## src/rtl/tape_rx_pkg.sv

```systemverilog
// Shared types for the cassette decoder.
// Assumes: nothing beyond the standard language.
package tape_rx_pkg;

    // Phase of the record decoder.
    typedef enum logic [1:0] {
        ST_IDLE = 2'd0,   // ignoring the input
        ST_HUNT = 2'd1,   // counting lead-in cycles, waiting for the marker
        ST_DATA = 2'd2    // assembling data and checksum bytes
    } rx_state_e;

endpackage

```

## src/rtl/tape_in_sync.sv

```systemverilog
// Multi-stage synchroniser for the asynchronous tape input.
// Assumes: the input is a slow single-bit level (kHz range) relative to clk.
module tape_in_sync #(
    parameter int STAGES = 2
) (
    input  logic clk,
    input  logic rst_n,
    input  logic din,
    output logic dout
);
    logic [STAGES-1:0] chain;

    // Shift the raw level through the flop chain.
    always_ff @(posedge clk) begin
        if (!rst_n) begin
            chain <= '0;
        end else begin
            chain <= {chain[STAGES-2:0], din};
        end
    end

    assign dout = chain[STAGES-1];
endmodule

```

## src/rtl/tape_cycle_timer.sv

```systemverilog
// Full-cycle width meter. It counts sample ticks (one per SAMPLE_DIV
// clocks) and pairs input transitions: every second transition closes a
// cycle, reports its width and restarts the count.
// Assumes: after rephase, the first transition is a cycle boundary. The
// width saturates at its all-ones value.
module tape_cycle_timer #(
    parameter int SAMPLE_DIV = 1250,
    parameter int CNT_W      = 8
) (
    input  logic             clk,
    input  logic             rst_n,
    input  logic             rephase,
    input  logic             lvl,
    output logic             cyc_stb,
    output logic [CNT_W-1:0] cyc_len
);
    localparam int DIV_W = (SAMPLE_DIV > 1) ? $clog2(SAMPLE_DIV) : 1;
    localparam logic [DIV_W-1:0] DIV_LAST = DIV_W'(SAMPLE_DIV - 1);
    localparam logic [CNT_W-1:0] CNT_SAT  = '1;

    logic             lvl_q;
    logic             primed;
    logic             mid;
    logic [DIV_W-1:0] pre, pre_nx;
    logic [CNT_W-1:0] cnt, cnt_nx;
    logic             tick, edge_seen;

    // Next values of the prescaler and the saturating width counter.
    always_comb begin
        tick      = (pre == DIV_LAST);
        pre_nx    = tick ? '0 : pre + 1'b1;
        cnt_nx    = (tick && (cnt != CNT_SAT)) ? cnt + 1'b1 : cnt;
        edge_seen = lvl ^ lvl_q;
    end

    // Pair transitions into full cycles and report each closed cycle.
    always_ff @(posedge clk) begin
        if (!rst_n) begin
            lvl_q   <= 1'b0;
            primed  <= 1'b0;
            mid     <= 1'b0;
            pre     <= '0;
            cnt     <= '0;
            cyc_stb <= 1'b0;
            cyc_len <= '0;
        end else begin
            lvl_q   <= lvl;
            cyc_stb <= 1'b0;
            if (rephase) begin
                primed <= 1'b0;
                mid    <= 1'b0;
                pre    <= '0;
                cnt    <= '0;
            end else if (edge_seen) begin
                if (!primed) begin
                    primed <= 1'b1;
                    mid    <= 1'b0;
                    pre    <= '0;
                    cnt    <= '0;
                end else if (mid) begin
                    cyc_stb <= 1'b1;
                    cyc_len <= cnt_nx;
                    mid     <= 1'b0;
                    pre     <= '0;
                    cnt     <= '0;
                end else begin
                    mid <= 1'b1;
                    pre <= pre_nx;
                    cnt <= cnt_nx;
                end
            end else begin
                pre <= pre_nx;
                cnt <= cnt_nx;
            end
        end
    end
endmodule

```

## src/rtl/tape_cycle_class.sv

```systemverilog
// Combinational classifier for one measured cycle width.
// Assumes: SYNC_LIM < BIT_LIM < HDR_LO <= HDR_HI, all in sample ticks.
module tape_cycle_class #(
    parameter int CNT_W    = 8,
    parameter int SYNC_LIM = 45,
    parameter int BIT_LIM  = 75,
    parameter int HDR_LO   = 115,
    parameter int HDR_HI   = 150
) (
    input  logic [CNT_W-1:0] len,
    output logic             is_sync,
    output logic             is_hdr,
    output logic             bit_val
);
    // Compare the width against the three bands.
    always_comb begin
        is_sync = (len < CNT_W'(SYNC_LIM));
        is_hdr  = (len >= CNT_W'(HDR_LO)) && (len <= CNT_W'(HDR_HI));
        bit_val = (len >= CNT_W'(BIT_LIM));
    end
endmodule

```

## src/rtl/tape_frame_fsm.sv

```systemverilog
// Record sequencer: lead-in run counting, marker detection, MSB-first
// byte assembly, byte delivery and the checksum check.
// Assumes: at most one classified cycle per clock, on cyc_stb.
module tape_frame_fsm
    import tape_rx_pkg::*;
#(
    parameter int LEN_W      = 16,
    parameter int HDR_CYCLES = 500
) (
    input  logic             clk,
    input  logic             rst_n,
    input  logic             start,
    input  logic [LEN_W-1:0] exp_len,
    input  logic             cyc_stb,
    input  logic             is_sync,
    input  logic             is_hdr,
    input  logic             bit_val,
    output logic             byte_vld,
    output logic [7:0]       byte_out,
    output logic             rec_done,
    output logic             cks_err
);
    localparam int HC_W = $clog2(HDR_CYCLES + 1);
    localparam logic [HC_W-1:0] HC_ARM = HC_W'(HDR_CYCLES);

    rx_state_e        st;
    logic [HC_W-1:0]  hdr_n;
    logic [2:0]       bit_n;
    logic [7:0]       shreg;
    logic [7:0]       acc;
    logic [LEN_W-1:0] byte_n;
    logic [LEN_W-1:0] len_q;
    logic [7:0]       assembled;
    logic             armed;

    // Byte formed if the current bit is appended, and the arming state.
    always_comb begin
        assembled = {shreg[6:0], bit_val};
        armed     = (hdr_n >= HC_ARM);
    end

    // Advance the record state on each start pulse and each classified cycle.
    always_ff @(posedge clk) begin
        if (!rst_n) begin
            st       <= ST_IDLE;
            hdr_n    <= '0;
            bit_n    <= '0;
            shreg    <= '0;
            acc      <= '0;
            byte_n   <= '0;
            len_q    <= '0;
            byte_vld <= 1'b0;
            byte_out <= '0;
            rec_done <= 1'b0;
            cks_err  <= 1'b0;
        end else begin
            byte_vld <= 1'b0;
            rec_done <= 1'b0;
            if (start) begin
                st      <= ST_HUNT;
                hdr_n   <= '0;
                cks_err <= 1'b0;
                len_q   <= exp_len;
            end else if (cyc_stb) begin
                case (st)
                    ST_HUNT: begin
                        if (is_sync && armed) begin
                            st     <= ST_DATA;
                            bit_n  <= '0;
                            byte_n <= '0;
                            acc    <= '0;
                        end else if (is_hdr) begin
                            if (!armed) hdr_n <= hdr_n + 1'b1;
                        end else begin
                            hdr_n <= '0;
                        end
                    end
                    ST_DATA: begin
                        shreg <= assembled;
                        bit_n <= bit_n + 1'b1;
                        if (bit_n == 3'd7) begin
                            if (byte_n == len_q) begin
                                rec_done <= 1'b1;
                                cks_err  <= (assembled != acc);
                                st       <= ST_IDLE;
                            end else begin
                                byte_vld <= 1'b1;
                                byte_out <= assembled;
                                acc      <= acc ^ assembled;
                                byte_n   <= byte_n + 1'b1;
                            end
                        end
                    end
                    default: ;
                endcase
            end
        end
    end
endmodule

```

## src/rtl/tape_fsk_rx.sv

```systemverilog
// Top of the cassette decoder: synchroniser, cycle meter, classifier
// and record sequencer in a chain.
// Assumes: tape_in is already squared; thresholds are in sample ticks.
module tape_fsk_rx #(
    parameter int SAMPLE_DIV = 1250,
    parameter int HDR_CYCLES = 500,
    parameter int SYNC_LIM   = 45,
    parameter int BIT_LIM    = 75,
    parameter int HDR_LO     = 115,
    parameter int HDR_HI     = 150,
    parameter int LEN_W      = 16
) (
    input  logic             clk,
    input  logic             rst_n,
    input  logic             tape_in,
    input  logic             start,
    input  logic [LEN_W-1:0] rec_len,
    output logic             byte_vld,
    output logic [7:0]       byte_out,
    output logic             rec_done,
    output logic             cks_err
);
    localparam int CNT_W = $clog2(HDR_HI + 2);

    logic             lvl;
    logic             cyc_stb;
    logic [CNT_W-1:0] cyc_len;
    logic             is_sync, is_hdr, bit_val;

    tape_in_sync #(.STAGES(2)) u_sync (
        .clk  (clk),
        .rst_n(rst_n),
        .din  (tape_in),
        .dout (lvl)
    );

    tape_cycle_timer #(.SAMPLE_DIV(SAMPLE_DIV), .CNT_W(CNT_W)) u_timer (
        .clk    (clk),
        .rst_n  (rst_n),
        .rephase(start),
        .lvl    (lvl),
        .cyc_stb(cyc_stb),
        .cyc_len(cyc_len)
    );

    tape_cycle_class #(
        .CNT_W(CNT_W), .SYNC_LIM(SYNC_LIM), .BIT_LIM(BIT_LIM),
        .HDR_LO(HDR_LO), .HDR_HI(HDR_HI)
    ) u_class (
        .len    (cyc_len),
        .is_sync(is_sync),
        .is_hdr (is_hdr),
        .bit_val(bit_val)
    );

    tape_frame_fsm #(.LEN_W(LEN_W), .HDR_CYCLES(HDR_CYCLES)) u_fsm (
        .clk     (clk),
        .rst_n   (rst_n),
        .start   (start),
        .exp_len (rec_len),
        .cyc_stb (cyc_stb),
        .is_sync (is_sync),
        .is_hdr  (is_hdr),
        .bit_val (bit_val),
        .byte_vld(byte_vld),
        .byte_out(byte_out),
        .rec_done(rec_done),
        .cks_err (cks_err)
    );
endmodule

```

## config.mk

```make
export PLATFORM = sky130hd
export DESIGN_NAME = tape_fsk_rx
export DESIGN_NICKNAME = d
export VERILOG_FILES = /design/src/rtl/tape_rx_pkg.sv /design/src/rtl/tape_in_sync.sv /design/src/rtl/tape_cycle_timer.sv /design/src/rtl/tape_cycle_class.sv /design/src/rtl/tape_frame_fsm.sv /design/src/rtl/tape_fsk_rx.sv
export SDC_FILE = /design/constraint.sdc
export NUM_CORES = 1
export LEC_CHECK = 0
export BUFFER_PORTS_ARGS = -buffer_cell sky130_fd_sc_hd__clkbuf_2
export CORE_MARGIN = 2
export CORE_UTILIZATION = 63
export CTS_BUF_LIST = sky130_fd_sc_hd__clkbuf_8
export DETAILED_ROUTE_END_ITERATION = 6
export PLACE_DENSITY_LB_ADDON = 0.2
export RECOVER_POWER = 50
export SYNTH_ARGS = -nofsm -noshare
export SYNTH_HDL_FRONTEND = slang
export SYNTH_SLANG_ARGS = --single-unit
```

## constraint.sdc

```tcl
create_clock -name clk -period 2.9 [get_ports clk]
set_input_delay 0.435 -clock clk [delete_from_list [all_inputs] [get_ports clk]]
set_output_delay 0.435 -clock clk [all_outputs]
set_load 0.03 [all_outputs]
```

Word level (Yosys, flattened, before mapping)
Index checks and enable logic that the tools add are counted.
{"block": "totals", "ff_bits": 105, "inputBits": 20, "word_cells": 105}
{"block": "classes", "n_addsub": 5, "magnitude_cmp": 5, "n_eq_ne": 15, "muxes": 31, "n_bitwise": 11, "reduce_logical": 18}
{"op": "$mux 8", "n": 7}
{"op": "$mux 16", "n": 3}
{"op": "$mux 11", "n": 4}
{"op": "$pmux 16 s2", "n": 1}
{"op": "$mux 9", "n": 2}
{"op": "$add 16x1->16 const B", "n": 1}
{"op": "$eq 16x16->1", "n": 1}
{"op": "$ge 8x7->1 const B", "n": 2}
{"op": "$pmux 8 s2", "n": 1}
{"op": "$reduce_and 4->1", "n": 4}
{"op": "$reduce_and 5->1", "n": 3}
{"op": "$add 11x1->11 const B", "n": 1}
{"op": "$eq 11x11->1 const B", "n": 1}
{"op": "$add 9x1->9 const B", "n": 1}
{"op": "$ge 9x9->1 const B", "n": 1}
{"op": "$ne 3x2->1 const B", "n": 3}
{"op": "$not 1->1", "n": 9}
{"op": "$add 8x1->8 const B", "n": 1}
{"op": "$le 8x8->1 const B", "n": 1}
{"op": "$lt 8x6->1 const B", "n": 1}
{"op": "$ne 8x8->1", "n": 1}
{"op": "$ne 8x8->1 const B", "n": 1}
{"op": "$xor 8x8->8", "n": 1}
{"op": "$mux 1", "n": 7}
{"op": "19 further kinds", "n": 27}

Depth between registers and ports, before layout
Gate-level depths: netlist (run 1).
{"block": "depth", "word_depth": 6, "depth_mapped": 8, "mapped_depth_nobuf": 7}

Hierarchy
From an unflattened synthesis (run 1), not the netlist that was laid out.
{"block": "hier_totals", "hier_cells": 571, "area_unflattened_um2": 5029.8}
{"mod": "tape_frame_fsm", "instances": 1, "cells_per_inst": 405, "area_per_inst_um2": 3549.7, "seq_area_each_um2": 1441.4}
{"mod": "tape_cycle_timer", "instances": 1, "cells_per_inst": 149, "area_per_inst_um2": 1345.0, "seq_area_each_um2": 620.6}
{"mod": "tape_cycle_class", "instances": 1, "cells_per_inst": 13, "area_per_inst_um2": 82.6, "seq_area_each_um2": 0.0}
{"mod": "tape_in_sync", "instances": 1, "cells_per_inst": 4, "area_per_inst_um2": 52.6, "seq_area_each_um2": 40.0}

Worst setup path before layout (run 1)
OpenSTA, ideal clock, no wires.
{"block": "synth_path", "kind": "register to register", "from": "register u_timer.cyc_len[5]", "to": "register u_fsm.byte_n[7]", "setup_ns": 0.075, "t_arrival_ns": 2.063, "required_ns": 2.825, "path_slack_ns": 0.762, "stages_incl_launch_ff": 6, "period_less_slack_ns": 2.138, "cell_sequence": "dfxtp_1 a211o_1 o41a_1 or2_4 or4_4 a22oi_2"}
{"block": "synth_between", "elab_chain_len": 4}
{"element": "start, declared", "line_no": "tape_cycle_timer.sv:15", "text": "output logic [CNT_W-1:0] cyc_len"}
{"element": "start signal, assigned", "line_no": "tape_cycle_timer.sv:62", "text": "cyc_len <= cnt_nx;"}
{"element": "$lt 8x6->1", "line_no": "tape_cycle_class.sv:17", "text": "is_sync = (len < CNT_W'(SYNC_LIM));"}
{"element": "$logic_and 1x1->1", "line_no": "tape_frame_fsm.sv:67", "text": "if (is_sync && armed) begin"}
{"element": "$ne 2x1->1 (no source line)"}
{"element": "$reduce_and 6->1 (no source line)"}
{"element": "end signal, assigned", "line_no": "tape_frame_fsm.sv:90", "text": "byte_n <= byte_n + 1'b1;"}
{"element": "end, declared", "line_no": "tape_frame_fsm.sv:31", "text": "logic [LEN_W-1:0] byte_n;"}
No other way between the ends.
A chain may end at the register's enable or synchronous reset.

Final worst setup path (run 1)
{"block": "layout_path", "from": "register u_timer.cyc_len[5]", "to": "register u_fsm.acc[5]"}
{"block": "layout_between", "elab_chain_len": 4}
{"element": "$lt 8x6->1", "line_no": "tape_cycle_class.sv:17"}
{"element": "$logic_and 1x1->1", "line_no": "tape_frame_fsm.sv:67"}
{"element": "$ne 2x1->1 (no source line)"}
{"element": "$reduce_and 6->1 (no source line)"}
{"element": "end signal, assigned", "line_no": "tape_frame_fsm.sv:89", "text": "acc <= acc ^ assembled;"}
{"element": "end, declared", "line_no": "tape_frame_fsm.sv:30", "text": "logic [7:0] acc;"}
No other way between the ends.

==> results of run 1 <==
==> synth_stat cells (2+ instances only) <==
| master | n |
|---|---|
| dfxtp_1 | 105 |
| nor2_1 | 37 |
| nand2_1 | 36 |
| mux2i_1 | 32 |
| nor2b_1 | 27 |
| a21oi_1 | 26 |
| nand3_1 | 22 |
| xnor2_1 | 22 |
| clkbuf_1 | 20 |
| xor2_1 | 18 |
| nand4_1 | 17 |
| o21ai_0 | 16 |
| inv_1 | 13 |
| a41oi_1 | 11 |
| ha_1 | 10 |
| and3_1 | 9 |
| o31ai_1 | 9 |
| or3_1 | 9 |
| a21boi_0 | 8 |
| nor4_1 | 8 |
| o21a_1 | 8 |
| or4_1 | 8 |
| and2_1 | 7 |
| o211ai_1 | 7 |
| a31oi_1 | 6 |
| buf_2 | 6 |
| nand2b_1 | 5 |
| a2bb2oi_1 | 3 |
| and4_1 | 3 |
| nand3b_1 | 2 |
| nor3_1 | 2 |
| o211a_1 | 2 |
| o41a_1 | 2 |
| o41ai_1 | 2 |
| or4b_2 | 2 |
==> path summary, 6_finish.rpt <==
kind / start / to / slack, ns / cells after the start
setup / recovery: u_timer.cyc_len[5]$_SDFFE_PN0P_ / u_fsm.acc[5]$_SDFFE_PN0P_ / 0.36 / 6
hold / removal: tape_in / u_sync.chain[0]$_SDFF_PN0_ / 0.29 / 2
setup reg to reg: u_timer.cyc_len[5]$_SDFFE_PN0P_ / u_fsm.acc[5]$_SDFFE_PN0P_ / 0.36 / 6
hold reg to reg: u_fsm.hdr_n[8]$_SDFFE_PP0P_ / u_fsm.hdr_n[8]$_SDFFE_PP0P_ / 0.46 / 2
==> state kept, by name (all words and copies together) (netlist names), 2 cells and up <==
register and cells:
u_timer.cyc_len 8, u_fsm.acc 8, u_timer.pre 11, u_fsm.byte_n 16, u_fsm.byte_out 8, u_fsm.len_q 16, u_timer.cnt 8, u_fsm.hdr_n 9
u_sync.chain 2, u_fsm.bit_n 3, u_fsm.shreg 7, u_fsm.st 2
==> layout make-up <==
class                   instances  area share (%)
multi-input cells             393            49.5
inverters                      13           0.910
repair buffers                 42            3.90
clock buffers                   9            2.31
flip-flops and latches        105            39.2
well taps                     102            2.38
clock inverters                 7            1.77
==> layer usage <==
layer	wire, um	part of all wire (%)	global-route usage [%]	vias up
met1	4540	46	31.3	1867
li1	-	-	-	2000
met3	342	3.5	6.49	8
met5	0	0	0	-
met2	4950	50	41.2	63
met4	73	0.74	5.85	0
==> cells by family after synthesis <==
kind of cell               Yosys count  synth area share, %
xor gates and xnor gates            40                 7.14
adders and majority gates           10                 2.55
and+or+nand+nor                    199                 21.9
muxes                               32                 6.53
buffers and inverters               40                 3.21
DFF                                105                 42.8
AOI/OAI and AO/OA                  112                 15.8
==> report_power, final <==
group | switching, mW | internal [mW]
sequential | 0.0164 | 1.46
clock | 0.493 | 0.484
combinational | 0.0644 | 0.0522
total | 0.574 | 2.00
==> stage by stage <==
stage                     total power [mW]  utilization, %  cell area (um^2)  hold slack (ns)  setup slack, ns
after floorplan                       1.59               -              4910            0.412            0.762
after global placement                1.62            67.7              5170            0.431            0.481
after detailed placement              1.63            67.7              5170            0.439            0.400
after CTS                             2.60            70.5              5390            0.275            0.375
after global routing                  2.67            70.1              5360            0.273            0.282
final                                 2.57            70.1              5360            0.286            0.356
==> flow_summary.toml, run 1 <==
[sta]
min_period_over_period_pct = 87.7
slew_headroom_pct = 14.8
skew_ns = 0.00980
fmax_mhz = 393
report.final.slew_viol_count = 0
setup_tns_ns = 0
tightestPinTransition_ns = 1.28
rsz0062_at_grt = "false"
layout_min_cycle_time_ns = 2.54
setup_viol = 0
hold_violations = 0

[layout]
final_cell_mix = "dfxtp_1, nor2_1, nand2_1"
diodes = 0
seqCellArea_mm2 = 0.00210
area_delta_synth_final_pct = 9.26
multi_input_area_mm2 = 0.00266
drive_gt1_share_pct = 8.26
final_common_cell = "dfxtp_1"
nets = 594
final_cells = 671
fillCellCount = 634

[synth]
synth_cells = 538
syn_area_per_cell_um2 = 9.12
synth_top_area_share_pct = 42.8
synth_area_leaders = "dfxtp_1, mux2i_1, xnor2_1"
syn-num-nets = 568
synth_area_mm2 = 0.00491
yosysTopAreaCell = "dfxtp_1"
synth-seq-cells = 105
seq_area_frac_synth_pct = 42.8
synth_cell_types = 53
yosys_warnings = 0
synth_edf_count = 0
async_flop_share_pct = 0
synth-main-ff-cell = "dfxtp_1"

[worst_setup_path]
worstSetupStartpointType = "register"
cp_slowest_cell = "o41a_1"
path_max_fanout = 14
required_ns = 3.16
worst_setup_path_end_kind = "register"
crit_path_cell_trace = "a211o_1 > o41a_1 > or2_4 > o21ai_1 > buf_4 > o211ai_1"
crit_buf_inv = 1
cpLargestDelayFamily = "compound AO/OA/AOI/OAI gates"
path_class = "reg2reg"
cp_data_arrival_time_ns = 2.80
max_stage_delay_ns = 0.50

[run_status]
status = "complete, no violations"

[drt]
ant_nets = 0
vias_per_cell = 5.87
drtIter0Drc = 198
finalWirelength_um = 9900
firstDrtPassIters = 5
vias = 3938
post_drt_wl_per_cell_um = 14.8
drc = 0

[place]
portBuffers = 30
place_hpwl_um = 6970
place_inst = 655
gp_congestion = 0.905

[clocking]
postCtsSetupRepairBufs = 0
postCtsHoldBufs = 0
cts_root_buffer = "clkbuf_8"
worstSkewPairLatency_ns = 0.37
clk_pin_slew_ns = 0.10
numClockSinks = 105
cts_tree = "built"
numCtsBuffers = 9
cts_resized = 0
ctsLongestPathBuffers = 2
htreeDepth = 3

[floorplan]
core_mm2 = 0.00765
die_y_um = 92.3
num_rows = 32
start_util_pct = 64.2
dieArea_mm2 = 0.00851
io-pin-count = 31
die_width_um = 92.3

[global_route]
gr-usage-all-layers_pct = 24.4
antenna_found_initial = 0
grt.overflow.total = 0
grt_pass1_vias = 3657
grt_start_max_net_pins = 39
grt_pass1_wl_um = 16800

[job]
maxCapViolations = 0

[power_and_ir_drop]
p_leak_nw = 1.97
power.density_mw_per_mm2 = 479
ir_worst_vdd_mv = 0.304

[hold_path]
hold_class = "in2reg"
(Power assumes the default switching activity.)
==> run 2, diff against run 1 <==
--- a/config.mk
+++ b/config.mk
@@ -7,11 +7,12 @@
 export LEC_CHECK = 0
 export BUFFER_PORTS_ARGS = -buffer_cell sky130_fd_sc_hd__clkbuf_2
 export CORE_MARGIN = 2
-export CORE_UTILIZATION = 63
+export CORE_UTILIZATION = 41
 export CTS_BUF_LIST = sky130_fd_sc_hd__clkbuf_8
 export DETAILED_ROUTE_END_ITERATION = 6
 export PLACE_DENSITY_LB_ADDON = 0.2
 export RECOVER_POWER = 50
+export SETUP_SLACK_MARGIN = 0.5
 export SYNTH_ARGS = -nofsm -noshare
 export SYNTH_HDL_FRONTEND = slang
 export SYNTH_SLANG_ARGS = --single-unit
==> flow_summary.toml, run 2 (synthesized netlist as in run 1, its figures left out) <==
[run_status]
status = "complete, no violations"

[drt]
vias_per_cell = 5.50
post_drt_wl_per_cell_um = 14.6
drc = 0
vias = 3908
drtIter0Drc = 229
finalWirelength_um = 10400
ant_nets = 0
firstDrtPassIters = 6

[sta]
layout_min_cycle_time_ns = 2.33
hold_violations = 0
slew_headroom_pct = 38.7
report.final.slew_viol_count = 0
worst_slack_ns = 0.575
setup_tns_ns = 0
fmax_mhz = 430
skew_ns = 0.00980
setup_viol = 0
min_period_over_period_pct = 80.2
rsz0062_at_grt = "false"
tightestPinTransition_ns = 0.916

[clocking]
postCtsHoldBufs = 0
htreeDepth = 3
ctsLongestPathBuffers = 2
clk_pin_slew_ns = 0.10
worstSkewPairLatency_ns = 0.38
numClockSinks = 105
cts_root_buffer = "clkbuf_8"
cts_tree = "built"
numCtsBuffers = 9

[worst_setup_path]
path_class = "reg2reg"
cp_data_arrival_time_ns = 2.63
reg2reg_depth = 6
worstSetupStartpointType = "register"
required_ns = 3.21
r2r_start = "u_fsm.st[0]$_SDFFE_PN0P_"
reg2reg_to = "u_fsm.byte_out[7]$_SDFFE_PN0P_"
path_max_fanout = 10
worst_setup_path_end_kind = "register"
r2r_slack_ns = 0.57

[power_and_ir_drop]
power.density_mw_per_mm2 = 481
internal-power_mw = 2.02
totalPowerFinal_mw = 2.61
swShare_pct = 22.4
p_leak_nw = 2.00
pwr-share-comb_pct = 4.7
ir_worst_vdd_mv = 0.323
switchingPower_mw = 0.585
p_seq_share_pct = 56.6
power.share.clock_pct = 38.6

[hold_path]
min_to = "u_sync.chain[0]$_SDFF_PN0_"
worstHoldStart = "tape_in"
hold_class = "in2reg"
hold_depth = 2

[place]
place_inst = 694
place_hpwl_um = 7210
portBuffers = 30
place_area_mm2 = 0.00521
gp_congestion = 0.849
dpl_worst_slack_ns = 0.577

[job]
maxCapViolations = 0

[global_route]
grt_pass1_wl_um = 17800
gr-usage-all-layers_pct = 17.0
grt_pass1_vias = 3832
grt.overflow.total = 0
grt_start_max_net_pins = 48
antenna_found_initial = 0

[layout]
final_cells = 711
top_regs = "u_fsm.byte_n: 16 flops, u_fsm.len_q: 16 flops, u_timer.pre: 11 flops"
final_area_mm2 = 0.00542
area_delta_synth_final_pct = 10.4
drive_gt1_share_pct = 8.45
diodes = 0
fillCellCount = 1120
final_common_cell = "dfxtp_1"
nets = 593
final_cell_mix = "dfxtp_1, nor2_1, nand2_1"

[floorplan]
die_width_um = 113
dieArea_mm2 = 0.0129
start_util_pct = 42.4
io-pin-count = 31
core_mm2 = 0.0116
die_y_um = 113
num_rows = 39
## run 2: layer usage
layer,share of wire [%],up-vias,routed length [um],global-route usage (%)
met3,3.6,14,371,4.41
met4,1.5,0,157,6.26
met2,48,56,4990,28.4
met5,0,-,0,0
met1,47,1845,4860,21.1
li1,-,1993,-,-
## run 2: power groups by stage
stage               sequential, mW  combinational, mW  clock (mW)
detailed placement            1.51              0.123           0
global route                  1.48              0.138        1.10
finish                        1.48              0.123        1.01
floorplan                     1.51             0.0852           0
CTS                           1.48              0.123        1.04
global placement              1.51              0.119           0
## run 2: how the worst max path moves through the flow
stage,to,slack [ns],depth (start not counted),startpoint
global placement,u_fsm.byte_n[7]$_SDFFE_PN0P_,0.63,5,u_timer.cyc_len[5]$_SDFFE_PN0P_
detailed placement,u_fsm.byte_n[7]$_SDFFE_PN0P_,0.58,5,u_timer.cyc_len[5]$_SDFFE_PN0P_
floorplan,u_fsm.byte_n[7]$_SDFFE_PN0P_,0.76,5,u_timer.cyc_len[5]$_SDFFE_PN0P_
CTS,u_fsm.byte_n[7]$_SDFFE_PN0P_,0.57,5,u_timer.cyc_len[5]$_SDFFE_PN0P_
global route,u_fsm.hdr_n[2]$_SDFFE_PP0P_,0.33,5,u_fsm.hdr_n[2]$_SDFFE_PP0P_
finish,u_fsm.byte_out[7]$_SDFFE_PN0P_,0.57,6,u_fsm.st[0]$_SDFFE_PN0P_
## run 2: final cells by class
| class | instances | area [um^2] | area share [%] |
|---|---|---|---|
| Tap cell | 143 | 179 | 3.30 |
| Clock inverter | 6 | 82.6 | 1.52 |
| Multi-Input combinational cell | 393 | 2660 | 49.0 |
| Inverter | 13 | 48.8 | 0.901 |
| Timing Repair Buffer | 41 | 210 | 3.88 |
| Sequential cell | 105 | 2100 | 38.8 |
| Clock buffer | 10 | 138 | 2.54 |
## run 2: timing repair
action / CTS / global route
setup endpoints to repair: 0 / 2
setup buffers: 0 / 1
resized for setup: 0 / 1
## run 2: critical path: stages (launching register included)
cell and delay (ns):
dfxtp_1 0.34, inv_1 0.06, ha_1 0.35, nand3b_1 0.13
clkbuf_1 0.31, nor2_1 0.80, mux2i_1 0.27
## run 2: metrics by stage
stage	hold WS (ns)	utilization [%]
finish	0.272	46.8
global route	0.266	46.8
CTS	0.258	47.0
detailed placement	0.433	45.1
global placement	0.426	45.1
floorplan	0.412	-
